### src/rtl/tt_sched_pkg.sv
package tt_sched_pkg;

   // Width of an index into n items, at least one bit.
   function automatic int unsigned idx_width(input int unsigned n);
      return (n > 1) ? $clog2(n) : 1;
   endfunction

   // Number of bits needed to count 0..n inclusive.
   function automatic int unsigned cnt_width(input int unsigned n);
      return $clog2(n + 1);
   endfunction

endpackage

### src/rtl/tt_vl_fifo.sv
module tt_vl_fifo #(
   parameter int unsigned DEPTH  = 2,
   parameter int unsigned DATA_W = 8,
   parameter int unsigned CNT_W  = 2
) (
   input  logic              clk,
   input  logic              rst_n,
   input  logic              push,
   input  logic              pop,
   input  logic [DATA_W-1:0] wdata,
   output logic [DATA_W-1:0] rdata,
   output logic [CNT_W-1:0]  count,
   output logic              full,
   output logic              empty
);

   logic do_push;
   logic do_pop;

   assign empty   = (count == '0);
   assign full    = (count == CNT_W'(DEPTH));
   assign do_push = push && !full;
   assign do_pop  = pop && !empty;

   generate
      if (DEPTH == 1) begin : g_single
         logic              held;
         logic [DATA_W-1:0] slot_q;

         always_ff @(posedge clk or negedge rst_n) begin
            if (!rst_n) begin
               held   <= 1'b0;
               slot_q <= '0;
            end else begin
               if (do_pop)
                  held <= 1'b0;
               if (do_push) begin
                  held   <= 1'b1;
                  slot_q <= wdata;
               end
            end
         end

         assign rdata = slot_q;
         assign count = CNT_W'(held);
      end else begin : g_ring
         localparam int unsigned PW = $clog2(DEPTH);

         logic [DATA_W-1:0] mem [DEPTH];
         logic [PW-1:0]     wp;
         logic [PW-1:0]     rp;
         logic [CNT_W-1:0]  cnt_q;

         function automatic logic [PW-1:0] bump(input logic [PW-1:0] p);
            return (p == PW'(DEPTH - 1)) ? '0 : p + 1'b1;
         endfunction

         always_ff @(posedge clk or negedge rst_n) begin
            if (!rst_n) begin
               wp    <= '0;
               rp    <= '0;
               cnt_q <= '0;
            end else begin
               if (do_push)
                  wp <= bump(wp);
               if (do_pop)
                  rp <= bump(rp);
               if (do_push && !do_pop)
                  cnt_q <= cnt_q + 1'b1;
               else if (do_pop && !do_push)
                  cnt_q <= cnt_q - 1'b1;
            end
         end

         always_ff @(posedge clk) begin
            if (do_push)
               mem[wp] <= wdata;
         end

         assign rdata = mem[rp];
         assign count = cnt_q;
      end
   endgenerate

endmodule

### src/rtl/tt_slot_detect.sv
module tt_slot_detect #(
   parameter int unsigned TIME_W  = 8,
   parameter int unsigned CLUSTER = 24,
   parameter int unsigned OFFSET  = 0,
   parameter int unsigned PERIOD  = 24
) (
   input  logic [TIME_W-1:0] cyc_time,
   input  logic              arm,
   output logic              hit
);

   localparam int unsigned W = TIME_W + 1;

   logic [W-1:0] t_ext;
   logic [W-1:0] since_off;

   always_comb begin
      t_ext = {1'b0, cyc_time};
      if (t_ext >= W'(OFFSET))
         since_off = t_ext - W'(OFFSET);
      else
         since_off = t_ext + W'(CLUSTER) - W'(OFFSET);
      hit = arm && (t_ext < W'(CLUSTER)) && ((since_off % W'(PERIOD)) == '0);
   end

endmodule

### src/rtl/tt_lowest_first.sv
module tt_lowest_first #(
   parameter int unsigned N  = 2,
   parameter int unsigned IW = 1
) (
   input  logic [N-1:0]  req,
   output logic [N-1:0]  grant,
   output logic [IW-1:0] idx,
   output logic          any
);

   always_comb begin
      grant = '0;
      idx   = '0;
      any   = 1'b0;
      for (int i = 0; i < N; i++) begin
         if (req[i] && !any) begin
            grant[i] = 1'b1;
            idx      = IW'(i);
            any      = 1'b1;
         end
      end
   end

endmodule

### src/rtl/tt_vl_send_sched.sv
module tt_vl_send_sched
   import tt_sched_pkg::*;
#(
   parameter int unsigned NUM_VL      = 2,
   parameter int unsigned TIME_W      = 8,
   parameter int unsigned ADDR_W      = 16,
   parameter int unsigned LEN_W       = 11,
   parameter int unsigned ID_W        = 16,
   parameter int unsigned CLUSTER_LEN = 200,
   parameter int unsigned VL_PERIOD [NUM_VL] = '{200, 100},
   parameter int unsigned VL_OFFSET [NUM_VL] = '{100, 82},
   parameter int unsigned VL_ID     [NUM_VL] = '{16'h0011, 16'h0022},
   localparam int unsigned VLW = idx_width(NUM_VL)
) (
   input  logic              clk,
   input  logic              rst_n,
   input  logic [TIME_W-1:0] cyc_time,
   input  logic              time_valid,
   input  logic              enq_valid,
   input  logic [ADDR_W-1:0] enq_addr,
   input  logic [LEN_W-1:0]  enq_len,
   input  logic [VLW-1:0]    enq_vl,
   output logic              enq_done,
   output logic              enq_ok,
   output logic              tx_valid,
   output logic [ADDR_W-1:0] tx_addr,
   output logic [LEN_W-1:0]  tx_len,
   output logic [ID_W-1:0]   tx_vl_id
);

   function automatic int unsigned deepest();
      int unsigned m = 1;
      for (int i = 0; i < NUM_VL; i++)
         if (CLUSTER_LEN / VL_PERIOD[i] > m)
            m = CLUSTER_LEN / VL_PERIOD[i];
      return m;
   endfunction

   localparam int unsigned DW    = ADDR_W + LEN_W;
   localparam int unsigned MAXD  = deepest();
   localparam int unsigned CNT_W = cnt_width(MAXD);

   // Elaboration-time parameter checks
   generate
      if (NUM_VL < 1) begin : g_bad_num
         $error("NUM_VL must be at least 1");
      end
      if (CLUSTER_LEN < 1 || CLUSTER_LEN >= (1 << TIME_W)) begin : g_bad_cl
         $error("CLUSTER_LEN must fit in TIME_W bits");
      end
      for (genvar c = 0; c < NUM_VL; c++) begin : g_cfg_chk
         if (VL_PERIOD[c] == 0 || (CLUSTER_LEN % VL_PERIOD[c]) != 0) begin : g_bad_per
            $error("VL period must divide the cluster length");
         end
         if (VL_OFFSET[c] >= VL_PERIOD[c]) begin : g_bad_off
            $error("VL offset must be below its period");
         end
         if (VL_ID[c] >= (1 << ID_W)) begin : g_bad_id
            $error("VL identifier does not fit ID_W");
         end
      end
   endgenerate

   // Time point tracking: a slot is reached once per new time value
   logic [TIME_W-1:0] prev_time;
   logic              prev_valid;
   logic              new_point;

   always_ff @(posedge clk or negedge rst_n) begin
      if (!rst_n) begin
         prev_time  <= '0;
         prev_valid <= 1'b0;
      end else begin
         prev_time  <= cyc_time;
         prev_valid <= time_valid;
      end
   end

   assign new_point = time_valid && (!prev_valid || (cyc_time != prev_time));

   // Per-VL queue and slot detection
   logic [NUM_VL-1:0]        hit;
   logic [NUM_VL-1:0]        q_full;
   logic [NUM_VL-1:0]        q_empty;
   logic [NUM_VL-1:0]        push;
   logic [NUM_VL-1:0]        grant;
   logic [NUM_VL-1:0]        pend_q;
   logic [DW-1:0]            head [NUM_VL];
   logic [NUM_VL*CNT_W-1:0]  cnt_flat;

   generate
      for (genvar v = 0; v < NUM_VL; v++) begin : g_vl
         localparam int unsigned QD = CLUSTER_LEN / VL_PERIOD[v];
         logic [CNT_W-1:0] cnt;

         tt_slot_detect #(
            .TIME_W (TIME_W),
            .CLUSTER(CLUSTER_LEN),
            .OFFSET (VL_OFFSET[v]),
            .PERIOD (VL_PERIOD[v])
         ) u_slot (
            .cyc_time(cyc_time),
            .arm     (new_point),
            .hit     (hit[v])
         );

         assign push[v] = enq_valid && (enq_vl == VLW'(v)) && !q_full[v];

         tt_vl_fifo #(
            .DEPTH (QD),
            .DATA_W(DW),
            .CNT_W (CNT_W)
         ) u_q (
            .clk  (clk),
            .rst_n(rst_n),
            .push (push[v]),
            .pop  (grant[v]),
            .wdata({enq_addr, enq_len}),
            .rdata(head[v]),
            .count(cnt),
            .full (q_full[v]),
            .empty(q_empty[v])
         );

         assign cnt_flat[v*CNT_W +: CNT_W] = cnt;
      end
   endgenerate

   // Issue arbitration: lowest pending VL first
   logic [VLW-1:0] grant_idx;
   logic           grant_any;

   tt_lowest_first #(
      .N (NUM_VL),
      .IW(VLW)
   ) u_arb (
      .req  (pend_q),
      .grant(grant),
      .idx  (grant_idx),
      .any  (grant_any)
   );

   always_ff @(posedge clk or negedge rst_n) begin
      if (!rst_n)
         pend_q <= '0;
      else
         pend_q <= (pend_q & ~grant) | (hit & ~q_empty);
   end

   // Selected head and identifier
   logic [DW-1:0]   sel_head;
   logic [ID_W-1:0] sel_id;
   logic            sel_full;

   always_comb begin
      sel_head = '0;
      sel_id   = '0;
      for (int i = 0; i < NUM_VL; i++) begin
         if (grant[i]) begin
            sel_head = head[i];
            sel_id   = ID_W'(VL_ID[i]);
         end
      end
   end

   always_comb begin
      sel_full = 1'b1;
      for (int i = 0; i < NUM_VL; i++)
         if (enq_vl == VLW'(i))
            sel_full = q_full[i];
   end

   // Registered outputs
   always_ff @(posedge clk or negedge rst_n) begin
      if (!rst_n) begin
         tx_valid <= 1'b0;
         tx_addr  <= '0;
         tx_len   <= '0;
         tx_vl_id <= '0;
         enq_done <= 1'b0;
         enq_ok   <= 1'b0;
      end else begin
         tx_valid <= grant_any;
         if (grant_any) begin
            tx_addr  <= sel_head[DW-1:LEN_W];
            tx_len   <= sel_head[LEN_W-1:0];
            tx_vl_id <= sel_id;
         end
         enq_done <= enq_valid;
         enq_ok   <= enq_valid && !sel_full;
      end
   end

   // Otherwise unused in this variant
   logic unused_idx;
   assign unused_idx = ^grant_idx;

endmodule

### config.mk
export PLATFORM = sky130hd
export DESIGN_NAME = tt_vl_send_sched
export DESIGN_NICKNAME = d
export VERILOG_FILES = /design/src/rtl/tt_sched_pkg.sv /design/src/rtl/tt_vl_fifo.sv /design/src/rtl/tt_slot_detect.sv /design/src/rtl/tt_lowest_first.sv /design/src/rtl/tt_vl_send_sched.sv
export SDC_FILE = /design/constraint.sdc
export NUM_CORES = 1
export LEC_CHECK = 0
export ABC_AREA = 1
export BUFFER_PORTS_ARGS = -buffer_cell sky130_fd_sc_hd__buf_2
export CORE_MARGIN = 3
export CORE_UTILIZATION = 50
export DETAILED_ROUTE_END_ITERATION = 12
export PLACE_DENSITY = 0.71
export SLEW_MARGIN = 25
export SYNTH_ARGS = -nofsm -noshare
export SYNTH_HDL_FRONTEND = slang
export SYNTH_SLANG_ARGS = --single-unit
export TNS_END_PERCENT = 5
### constraint.sdc
create_clock -name clk -period 3.07 [get_ports clk]
set_input_delay 0.1535 -clock clk [delete_from_list [all_inputs] [get_ports clk]]
set_output_delay 0.1535 -clock clk [all_outputs]
set_load 0.02 [all_outputs]
## Word-level counts from Yosys, hierarchy flattened

Memories as Yosys holds them, arrays and structs flattened.
Index checks and enable logic that the tools add are counted.

| storage, ports and cells | value |
|---|---|
| memory bits (writable) | 54 |
| output and inout bits | 46 |
| register bits | 89 |
| memories | 1 |
| word-level logic and storage cells | 87 |
| bits in latches | 0 |
| bits in read-only memories | 0 |

Memories:

| memory | depth | width | rd ports | clocked after memory_dff | write ports | line | RTL |
|---|---|---|---|---|---|---|---|
| g_vl[1].u_q.g_ring.mem | 2 | 27 | 1 | 0 | 1 | tt_vl_fifo.sv:49 | `logic [DATA_W-1:0] mem [DEPTH];` |

| cells by class | value |
|---|---|
| order comparisons | 3 |
| bitwise gates (word level) | 6 |
| div/mod/pow operators | 2 |
| reductions and logical operators | 32 |
| shift-type cells | 0 |
| $mul | 0 |
| $add $sub $neg | 9 |
| equal/unequal tests | 2 |
| muxes and demuxes | 18 |

Operator list:

| kind | count |
|---|---|
| $mux 27 | 2 |
| $logic_not 9->1 | 2 |
| $mux 9 | 2 |
| $sub 8x7->9 const B | 2 |
| $sub 9x7->9 const B | 2 |
| $ge 8x7->1 const B | 2 |
| $logic_and 1x1->1 | 16 |
| $mux 16 | 1 |
| $mux 1 | 10 |
| $add 8x8->9 const B | 1 |
| $logic_not 1->1 | 9 |
| $mod 9x7->9 const B | 1 |
| $mod 9x8->9 const B | 1 |
| $lt 8x8->1 const B | 1 |
| $ne 8x8->1 | 1 |
| $mux 5 | 1 |
| $and 2x2->2 | 2 |
| $logic_not 2->1 | 2 |
| $mux 2 | 2 |
| $not 2->2 | 2 |
| $reduce_bool 2->1 | 2 |
| $add 1x1->1 const B | 2 |
| $add 2x1->2 const B | 1 |
| $eq 2x2->1 const B | 1 |
| other kinds (4) | 4 |

## Longest topological paths before layout

Gate-level depths: netlist of run 1.

| depth | value |
|---|---|
| word-level depth | 8 |
| depth in mapped cells | 25 |
| mapped depth without buffers | 24 |

## Modules after synthesis

From an unflattened synthesis of run 1, not the netlist that was laid out.

| unflattened totals | value |
|---|---|
| cell total of the unflattened synthesis | 687 |
| area total of the unflattened synthesis | 6431.2 um2 |

Modules (own cells, without submodules):

| module | area an instance (um2) | sequential area each (um2) | cells each | instances |
|---|---|---|---|---|
| tt_vl_fifo (g_vl[1].u_q) | 2192.1 | 1721.7 | 172 | 1 |
| tt_vl_send_sched | 1960.6 | 1076.0 | 209 | 1 |
| tt_vl_fifo (g_vl[0].u_q) | 1173.6 | 700.7 | 123 | 1 |
| tt_slot_detect (g_vl[1].u_slot) | 623.1 | 0.0 | 102 | 1 |
| tt_slot_detect (g_vl[0].u_slot) | 451.7 | 0.0 | 75 | 1 |
| tt_lowest_first | 30.0 | 0.0 | 6 | 1 |

## Least setup slack after synthesis of run 1

OpenSTA, ideal clock, no wires.

| timing path | value |
|---|---|
| path type | register to register |
| from | register g_vl[1].u_q.g_ring.cnt_q[1] |
| to | memory g_vl[1].u_q.g_ring.mem[1][0] in the netlist's numbering, enable pin |
| period minus slack after synthesis | 2.291 ns |
| data arrival time | 1.879 ns |
| path buffers | 0 |
| slack | 0.779 ns |
| library setup time | 0.412 ns |
| cell stages (with the launch flop) | 6 |
| cell sequence | dfrtp_1 -> inv_1 -> nor2_1 -> nor2_1 -> inv_1 -> nor2_1 |

| on the way | value |
|---|---|
| cells in the longest elaborated chain, start to end | 6 |

Ends and longest elaborated chain:

| what | line | RTL |
|---|---|---|
| from (decl) | tt_vl_fifo.sv:52 | `logic [CNT_W-1:0] cnt_q;` |
| from (signal assigned) | tt_vl_fifo.sv:69 | `cnt_q <= cnt_q + 1'b1;` |
| from (signal assigned) | tt_vl_fifo.sv:71 | `cnt_q <= cnt_q - 1'b1;` |
| $eq 2x2->1 (*) | tt_vl_fifo.sv:21 | `assign full = (count == CNT_W'(DEPTH));` |
| $logic_not 1->1 (*) | tt_vl_fifo.sv:22, tt_vl_send_sched.sv:107 |  |
| $logic_and 1x1->1 | tt_vl_send_sched.sv:107 | `assign push[v] = enq_valid && (enq_vl == VLW'(v)) && !q_full[v];` |
| $logic_and 1x1->1 (*) | tt_vl_fifo.sv:22 | `assign do_push = push && !full;` |
| via g_vl[1].u_q.do_push | tt_vl_fifo.sv:17 | `logic do_push;` |
| $mux 1 (*) | tt_vl_fifo.sv:76 | `if (do_push)` |
| $mux 1 (implied by the code) (*) | tt_vl_fifo.sv:77 | `mem[wp] <= wdata;` |
| to (decl) | tt_vl_fifo.sv:49 |  |

The timed path passes the listed nets; every way through them passes the cells marked *.

## Final worst setup path of run 1

| timing path | value |
|---|---|
| from | input cyc_time[2] |
| to | register pend_q[1] |

| on the way | value |
|---|---|
| cells in the longest elaborated chain, start to end | 8 |
| elaborated cells on any way between the ends | 15 |

Ends and longest elaborated chain:

| what | line | RTL |
|---|---|---|
| from (decl) | tt_vl_send_sched.sv:17 | `input logic [TIME_W-1:0] cyc_time,` |
| $add 8x8->9 | tt_slot_detect.sv:22 | `since_off = t_ext + W'(CLUSTER) - W'(OFFSET);` |
| $sub 9x7->9 | tt_slot_detect.sv:22 |  |
| $mux 9 | tt_slot_detect.sv:19 | `if (t_ext >= W'(OFFSET))` |
| $mod 9x7->9 | tt_slot_detect.sv:23 | `hit = arm && (t_ext < W'(CLUSTER)) && ((since_off % W'(PERIOD)) == '0);` |
| $logic_not 9->1 | tt_slot_detect.sv:23 |  |
| $logic_and 1x1->1 (*) | tt_slot_detect.sv:23 |  |
| $and 2x2->2 (*) | tt_vl_send_sched.sv:147 | `pend_q <= (pend_q & ~grant) \| (hit & ~q_empty);` |
| $or 2x2->2 (*) | tt_vl_send_sched.sv:147 |  |
| to (signal assigned) | tt_vl_send_sched.sv:147 |  |
| to (decl) | tt_vl_send_sched.sv:87 | `logic [NUM_VL-1:0] pend_q;` |

Mark *: on every way between the ends. The rest lies on a longest branch, timed or not.
A chain may end at the register's enable or synchronous reset.

==> impl_metrics.toml, run 1 <==
[critical_path]
crit_fanout = 10
reg2reg_depth = 4
cp_data_required_time_ns = 3.42
slowest_stage = "dlygate4sd3_1"
cp_top_family = "simple AND/OR/NAND/NOR gates"
crit_top_cell = "nand2_1"
crit_buf_inv = 4
cp_cell_sequence = "dlygate4sd3_1 > clkbuf_4 > clkinvlp_4 > ha_1 > inv_1 > nand2_1 > nand4_1 > a21oi_4 > nor2_1 > a21oi_1 > nand3_1 > nand3_2 > o21ai_0 > nand2_1 > nand3_1 > nand2_1 > nand2_1 > nor2_1 > nand2_1 > nand2_1"
worst_ep_arrival_time_ns = 3.22
criticalPathCategory = "primary input to register"
critPathLaunchType = "primary input"
max_stage_delay_ns = 0.56
cp.depth = 20
end_kind = "register"

[power]
comb_power_share_pct = 26.5
p_leak_nw = 3.660
sw_frac_of_total_pct = 31.93
power.switching_mw = 2.009
p_seq_share_pct = 39.8
power_density_nw_per_um2 = 785.7
power.internal_mw = 4.282
power_mw = 6.291
irDropWorstVdd_mv = 0.5074
power_frac_clock_pct = 33.7

[drt]
wl_um = 15460
post_drt_wl_per_cell_um = 16.50
viasPerCell = 5.252
drc_errors = 0
vias = 4921
antenna_left = 0
drt-initial-drc-count = 368
drt_pass1_iterations = 7

[grt]
overflow = 0
track_usage_pct = 22.66
grt_pass1_vias = 5079
grt_pass1_wl_um = 25850
antenna_found_initial = 0
grt_max_degree = 76

[finish]
final_common_cell = "nand2_1"
nets = 815
nFillCells = 966
area_delta_synth_final_pct = 24.66
antennaDiodeCount = 0
final_cell_mix = "nand2_1, dfrtp_1, buf_2, o21ai_0, nor2_1"
multiInputGateArea_um2 = 2566
drive_above_1_share_pct = 25.88
fin_area_um2 = 8006
seqCellArea_um2 = 3498
instances_no_fill = 937
fin_util_pct = 65.30

[clock_tree]
path_clk_slew_ns = 0.06
tritoncts = "built"
cts_buffers = 17
cts_max_path_buffers = 2
cts-root-buf = "clkbuf_16"
insertion_delay_ns = 0.41
clock-sinks = 129
htree_levels = 4

[timing]
hold_viol = 0
min_period_over_period_pct = 93.46
setup_violations = 0
relSlewSlack_pct = 43.89
clock.fmax_mhz = 348.5
period_needed_ns = 2.869
drv_slew = 0
fin_skew_ns = 0.006472
worstMarginPinSlew_ns = 0.8391
finalSetupTns_ns = 0

[die]
fp.dieArea_um2 = 14240
coreArea_um2 = 12260
start_util_pct = 52.38
rows = 40
die_x_um = 119.3
die_y_um = 119.3
ios = 86

[outcome]
status = "finished clean"

[yosys]
synth-edff-count = 54
async_flop_share_pct = 58.14
synth_ff_type = "dfrtp_1"
synth_top_area_cell = "dfrtp_1"
syn-cell-area_um2 = 6422
synth_top_area_share_pct = 29.22
netlist_instances = 638
yosys_warnings = 0
synth_area_leaders = "dfrtp_1, edfxtp_1, nand2_1"
ys_seq_elements = 129
avgSynthCellArea_um2 = 10.07
seq_area_frac_synth_pct = 54.47
synth_cell_types = 44

[min_path]
hold_path_class = "primary input to register"
hold_depth = 1

[placed_design]
post-dp-hpwl_um = 9826
gp_congestion = 0.8997
place_inst = 864
dpl_cell_area_um2 = 6943
io_buffers = 73

[job]
cap_viol_max_count = 0
==> synthesized netlist by cell type, drive strengths merged, types with 3 or more instances <==
library cell	n
nand2	137
dfrtp	75
nor2	68
o21ai	65
edfxtp	54
inv	51
nand3	32
mux2	27
a22oi	20
buf	19
ha	19
clkbuf	16
xor2	15
a21oi	8
o211ai	8
xnor2	5
nand4	3
==> sequential cells by signal, summed over array words and instances, names as in the netlist <==
name / count
prev_valid: 1
enq_done: 1
g_vl.u_q.g_ring.wp: 1
tx_vl_id: 2
g_vl.u_q.rdata: 27
g_vl.u_q.count: 2
tx_len: 11
g_vl.u_q.g_ring.rp: 1
g_vl.u_q.g_single.held: 1
tx_addr: 16
pend_q: 2
g_vl.u_q.g_ring.mem: 54
tx_valid: 1
enq_ok: 1
prev_time: 8
==> logic make-up after synthesis <==
group / count (synthesis) / synth area share [%]
AOI/OAI and AO/OA: 108 / 10.21
xor gates and xnor gates: 20 / 2.727
adders and majority gates: 19 / 3.702
buffers and inverters: 88 / 6.643
DFF: 129 / 54.47
muxes: 27 / 4.734
other: 1 / 0.05839
and+or+nand+nor: 246 / 17.46
==> routing by layer <==
layer	wire [um]	share of wire [%]	vias to the layer above	track usage, %
met5	0	0	-	0
met4	274	1.8	0	6.371
met3	762	4.9	28	4.938
met2	7800	50	144	38.43
met1	6624	43	2385	29.42
li1	-	-	2364	-
==> worst register-to-register path: stages, from the launching register on <==
cell,delay [ns]
dfrtp_1,0.35
inv_1,0.13
nand3b_1,0.60
buf_12,0.42
mux2_2,0.29
==> stage by stage <==
stage          hold slack, ns  setup slack, ns
6_report              0.01464           0.2009
5_1_grt               0.01436         -0.04754
4_1_cts              0.004588           0.1706
3_5_place_dp           0.2878           0.3298
3_3_place_gp           0.2844           0.4321
2_1_floorplan         -0.1421           0.7791
==> power groups by stage <==
stage	logic (mW)	clock network [mW]	registers [mW]
floorplan	0.871	0	2.72
global placement	1.57	0	2.50
detailed placement	1.63	0	2.52
CTS	1.67	2.13	2.50
global route	1.85	2.22	2.55
finish	1.67	2.12	2.50
==> what timing repair did <==
item | in CTS | in global routing
resized for setup | 0 | 11
endpoints found under the setup margin | 0 | 2
hold buffers | 35 | 0
endpoints found under the hold margin | 142 | 0
buffers inserted | 0 | 6
==> final cells by class <==
type,instances,area share (%)
flip-flops and latches,129,43.69
multi-input cells,432,32.05
clock inverters,13,2.313
repair buffers,123,11.03
clock buffers,19,5.532
well taps,168,2.625
inverters,53,2.750
==> worst paths after layout <==
| check | to | startpoint | slack, ns |
|---|---|---|---|
| worst min register to register | tx_addr[7] | g_vl[0].u_q.rdata[18] | 0.50 |
| min in group asynchronous | tx_addr[9] | rst_n | 0.34 |
| worst max register to register | g_vl[0].u_q.rdata[15] | g_vl[0].u_q.g_single.held | 1.17 |
| worst min-delay path | prev_time[5] | cyc_time[5] | 0.01 |
| max in group asynchronous | tx_len[7] | rst_n | 2.21 |
| worst max-delay path | pend_q[1] | cyc_time[2] | 0.20 |
Note: power is estimated with default switching activity, not from simulation.
==> inputs of run 2 (changes only) <==
--- a/config.mk
+++ b/config.mk
@@ -6,11 +6,10 @@
 export NUM_CORES = 1
 export LEC_CHECK = 0
 export ABC_AREA = 1
-export BUFFER_PORTS_ARGS = -buffer_cell sky130_fd_sc_hd__buf_2
 export CORE_MARGIN = 3
 export CORE_UTILIZATION = 50
 export DETAILED_ROUTE_END_ITERATION = 12
-export PLACE_DENSITY = 0.71
+export DONT_BUFFER_PORTS = 1
 export SLEW_MARGIN = 25
 export SYNTH_ARGS = -nofsm -noshare
 export SYNTH_HDL_FRONTEND = slang
==> impl_metrics.toml, run 2 (synthesized netlist as in run 1, its figures left out) <==
[timing]
hold_viol = 0
period_needed_ns = 2.133
drv_slew = 0
relSlewSlack_pct = 56.45
setup_violations = 0
worstMarginPinSlew_ns = 0.6473
fin_skew_ns = 0.008715
min_period_over_period_pct = 69.46
grt_setup_unrepaired = "no"
clock.fmax_mhz = 468.9
setup_slack_ns = 0.9375
finalSetupTns_ns = 0

[power]
p_leak_nw = 3.303
power_density_nw_per_um2 = 768.4
irDropWorstVdd_mv = 0.6699

[placed_design]
dp_slack_ns = 0.5492
dpl_cell_area_um2 = 6530
place_inst = 790
post-dp-hpwl_um = 9034
io_buffers = 0
gp_congestion = 0.8453

[clock_tree]
cts-root-buf = "clkbuf_16"
cts_max_path_buffers = 2
insertion_delay_ns = 0.41
path_clk_slew_ns = 0.06
cts_buffers = 17
clock-sinks = 129
tritoncts = "built"
postCtsSetupBuffers = 0
htree_levels = 4
cts_resized = 0

[die]
rows = 40
fp.dieArea_um2 = 14240
ios = 86
coreArea_um2 = 12260
start_util_pct = 52.38
die_y_um = 119.3
die_x_um = 119.3

[grt]
antenna_found_initial = 1
grt_pass1_vias = 4484
overflow = 0
grt_pass1_wl_um = 22940
track_usage_pct = 20.50
grt_max_degree = 76

[finish]
largest_reg_flops = 54
fin_util_pct = 61.22
fin_area_um2 = 7507
nets = 739
instances_no_fill = 862
final_cell_mix = "nand2_1, dfrtp_1, o21ai_0, nor2_1, edfxtp_1"
drive_above_1_share_pct = 17.03
largest-register = "g_vl.u_q.g_ring.mem"
final_common_cell = "nand2_1"
area_delta_synth_final_pct = 16.89

[drt]
drc_errors = 0
post_drt_wl_per_cell_um = 16.19
vias = 4533
viasPerCell = 5.259
wl_um = 13960
drt-initial-drc-count = 200
drt_pass1_iterations = 5
antenna_left = 0

[critical_path]
cp_data_required_time_ns = 3.41
worst_ep_arrival_time_ns = 2.47
crit_fanout = 10
critPathLaunchType = "primary input"
criticalPathCategory = "primary input to register"
end_kind = "register"

[min_path]
hold_path_class = "primary input to register"

[job]
cap_viol_max_count = 0

[outcome]
status = "finished clean"
[run 2: cell types whose count changed in the layout (fill, tap and decap cells not counted), moves of 2 or more]
cell,delta
clkinv_2,+2
buf_12,-3
clkinvlp_4,+2
buf_2,-69
clkbuf_4,-2
inv_1,+2
dlygate4sd3_1,+3
bufinv_16,-3
buf_6,-2
buf_4,-4
[run 2: worst paths after layout]
path	cells past startpoint	to	slack, ns	start
worst max-delay path	18	pend_q[1]	0.94	cyc_time[2]
worst min-delay path	4	g_vl[1].u_q.g_ring.wp	0.11	enq_vl
worst max register to register	10	pend_q[0]	1.11	prev_time[3]
worst min register to register	2	tx_len[10]	0.49	g_vl[0].u_q.rdata[10]
max in group asynchronous	2	enq_done	2.45	rst_n
min in group asynchronous	2	tx_len[8]	0.32	rst_n
[run 2: repair_timing]
item | CTS | global route
hold buffers | 39 | 0
hold endpoints to repair | 166 | 0
endpoints found under the setup margin | 0 | 0
[run 2: worst max-delay path, cell delays in order]
cell     delay, ns
inv_1         0.22
ha_1          0.24
inv_1         0.06
nand2_1       0.09
nand4_1       0.15
a21oi_2       0.29
nor2_1        0.09
a21oi_1       0.22
nand3_1       0.21
nand3_2       0.15
nand2_1       0.10
nand3_1       0.09
inv_1         0.04
nor2_1        0.09
nand2_1       0.07
nor2_1        0.08
nand2_1       0.06
nand2_1       0.05
[run 2: routing by layer]
metal	vias to the layer above	track usage, %	wire length [um]
met5	-	0	0
met4	0	5.225	142
met3	12	7.550	989
met2	137	31.72	6423
met1	2171	27.51	6401
li1	2213	-	-
[run 2: stage by stage]
step	power, mW	hold WS, ns
6_report	5.769	0.1127
5_1_grt	6.108	0.1322
4_1_cts	5.822	0.07507
3_5_place_dp	3.871	-0.1387
3_3_place_gp	3.818	-0.1387
2_1_floorplan	3.590	-0.1421
[run 2: cell type report]
| cell class | instances | area (um2) |
|---|---|---|
| timing repair buffer | 47 | 467.9 |
| fill | 1023 | 4755 |
| clock inverter | 13 | 113.9 |
| clock buffer | 19 | 452.9 |
| sequential | 129 | 3498 |
| antenna | 1 | 2.502 |
| tap | 168 | 210.2 |
| inverter | 53 | 212.7 |
| multi-input combinational | 432 | 2549 |
[run 2: power breakdown]
group,switching [mW],total [mW],leakage (nW),internal (mW)
Clock,0.713,1.86,0.267,1.15
Combinational,0.652,1.11,1.62,0.461
Sequential,0.520,2.79,1.42,2.27
==> inputs of run 3 (changes only) <==
--- a/config.mk
+++ b/config.mk
@@ -5,7 +5,7 @@
 export SDC_FILE = /design/constraint.sdc
 export NUM_CORES = 1
 export LEC_CHECK = 0
-export ABC_AREA = 1
+export ABC_AREA = 0
 export CORE_MARGIN = 3
 export CORE_UTILIZATION = 50
 export DETAILED_ROUTE_END_ITERATION = 12
==> constraint.sdc (replaced) <==
create_clock -name clk -period 2.01 [get_ports clk]
set_input_delay 0.1005 -clock clk [delete_from_list [all_inputs] [get_ports clk]]
set_output_delay 0.1005 -clock clk [all_outputs]
set_load 0.02 [all_outputs]
==> impl_metrics.toml, run 3 <==
[outcome]
status = "complete, but fails checks"
violations = "negative setup slack"

[timing]
period_needed_ns = 2.463
setup_violations = 2
worstMarginPinSlew_ns = 0.5731
min_period_over_period_pct = 122.5
setup_slack_ns = -0.4527
clock.fmax_mhz = 406.1
drv_slew = 0
hold_ws_ns = 0.006940
hold_viol = 0
fin_skew_ns = 0.007845
relSlewSlack_pct = 61.79
grt_setup_unrepaired = "yes"

[power]
irDropWorstVdd_mv = 0.5076
power_density_nw_per_um2 = 1082
p_leak_nw = 3.580

[yosys]
yosysMostFrequentCell = "dfrtp_1"
async_flop_share_pct = 58.14
seq_area_frac_synth_pct = 52.77
synth-edff-count = 54
synth_cell_types = 72
yosys-top-cells-count = "dfrtp_1, nor2_1, edfxtp_1"
synth_top_area_share_pct = 28.31
netlist_instances = 594
synth_ff_type = "dfrtp_1"
ys_seq_elements = 129
yosys_warnings = 0
synth_area_leaders = "dfrtp_1, edfxtp_1, mux2_2"
synth_top_area_cell = "dfrtp_1"
avgSynthCellArea_um2 = 11.16
syn-cell-area_um2 = 6629

[grt]
grt_pass1_wl_um = 23690
antenna_found_initial = 0
track_usage_pct = 20.73
overflow = 0
grt_max_degree = 76
grt_pass1_vias = 4807

[drt]
drc_errors = 0
viasPerCell = 5.358
drt_pass1_iterations = 5
antenna_left = 0
wl_um = 14730
vias = 4763
post_drt_wl_per_cell_um = 16.57
drt-initial-drc-count = 253

[clock_tree]
cts-root-buf = "clkbuf_16"
cts_max_path_buffers = 2
clock-sinks = 129
insertion_delay_ns = 0.40
cts_buffers = 17
htree_levels = 4
tritoncts = "built"
path_clk_slew_ns = 0.05

[placed_design]
dpl_cell_area_um2 = 7307
gp_congestion = 0.8295
place_inst = 812
post-dp-hpwl_um = 9629
io_buffers = 0

[die]
fp.dieArea_um2 = 14670
die_y_um = 121.1
rows = 41
start_util_pct = 51.90
ios = 86
coreArea_um2 = 12770
die_x_um = 121.1

[critical_path]
rr_endpoint = "pend_q[1]"
cp_data_required_time_ns = 2.29
crit_end = "pend_q[0]"
crit_fanout = 15
criticalPathCategory = "primary input to register"
critPathLaunchType = "primary input"
end_kind = "register"
setup.worst_path.start = "cyc_time[3]"
r2r_setup_slack_ns = -0.18
worst_ep_arrival_time_ns = 2.74
reg2reg_depth = 9
rr_startpoint = "prev_time[3]"

[finish]
nets = 763
largest_reg_flops = 54
final_common_cell = "buf_4"
area_delta_synth_final_pct = 28.88
final_cell_mix = "buf_4, dfrtp_1, nor2_1, edfxtp_1, nand2_1"
antennaDiodeCount = 0
fin_area_um2 = 8543
fin_util_pct = 66.88
drive_above_1_share_pct = 25.80
instances_no_fill = 889
largest-register = "g_vl.u_q.g_ring.mem"

[min_path]
hold_depth = 2
hold_path_class = "primary input to register"

[job]
cap_viol_max_count = 0
[run 3: worst min path at each step]
stage	slack [ns]	end	from
2_1_floorplan	-0.20	enq_done	rst_n
3_3_place_gp	-0.19	tx_addr[12]	rst_n
3_5_place_dp	-0.19	tx_addr[12]	rst_n
4_1_cts	0.002	enq_ok	enq_vl
5_1_grt	0.03	pend_q[1]	cyc_time[0]
6_report	0.007	enq_ok	enq_vl
[run 3: power by group]
group | internal [mW] | switching [mW] | leakage (nW)
Sequential | 3.52 | 0.798 | 1.41
Clock | 2.01 | 1.03 | 0.283
Combinational | 0.993 | 0.895 | 1.89
Total | 6.52 | 2.72 | 3.58
[run 3: repair_timing]
action	in CTS	in global routing
resized for setup	2	33
endpoints found under the hold margin	169	0
buffers inserted	1	4
hold buffers	40	0
setup endpoints to repair	2	2
pin swaps	3	21
[run 3: area by class of cell]
cell class	instances	area (um2)
Clock buffer	23	467.9
Tap cell	172	215.2
Inverter	11	67.56
Sequential cell	129	3501
Timing Repair Buffer	124	1090
Clock inverter	9	131.4
Fill cell	962	4230
Multi-Input combinational cell	421	3070
[run 3: worst max-delay path, cell delays in order]
cell and delay (ns):
clkinv_16 0.03, ha_4 0.12, or4b_4 0.50, a2111oi_4 0.40, mux2i_1 0.16, or4_4 0.47, o211ai_1 0.16, buf_4 0.18
a31oi_4 0.10, or2_0 0.24, a31oi_1 0.21, nor4_2 0.07
[run 3: cell families (layout without fill, tap and decap cells)]
| family | count (synthesis) | after routing | share of synthesized area, % |
|---|---|---|---|
| xor gates and xnor gates | 31 | 31 | 4.096 |
| and+or+nand+nor | 163 | 163 | 11.63 |
| AOI/OAI and AO/OA | 136 | 136 | 14.19 |
| buffers and inverters | 55 | 167 | 4.058 |
| DFF | 129 | 129 | 52.77 |
| other | 1 | 12 | 0.05657 |
| muxes | 60 | 60 | 9.607 |
| adders and majority gates | 19 | 19 | 3.586 |
[run 3: through the flow]
step	setup TNS [ns]	power (mW)	setup WS, ns
CTS	-0.6235	9.258	-0.3471
detailed placement	-1.567	6.069	-0.8183
finish	-0.7175	9.243	-0.4527
global route	-0.9729	9.739	-0.5371
global placement	-1.414	5.970	-0.7573
floorplan	-6.163	5.509	-0.9318
[run 3: routing by layer]
metal | vias up | track usage [%] | routed length [um] | part of all wire, %
met4 | 0 | 5.742 | 206 | 1.4
met3 | 19 | 5.408 | 638 | 4.3
met1 | 2304 | 25.09 | 6121 | 42
li1 | 2338 | - | - | -
met2 | 102 | 36.64 | 7765 | 53
met5 | - | 0 | 0 | 0
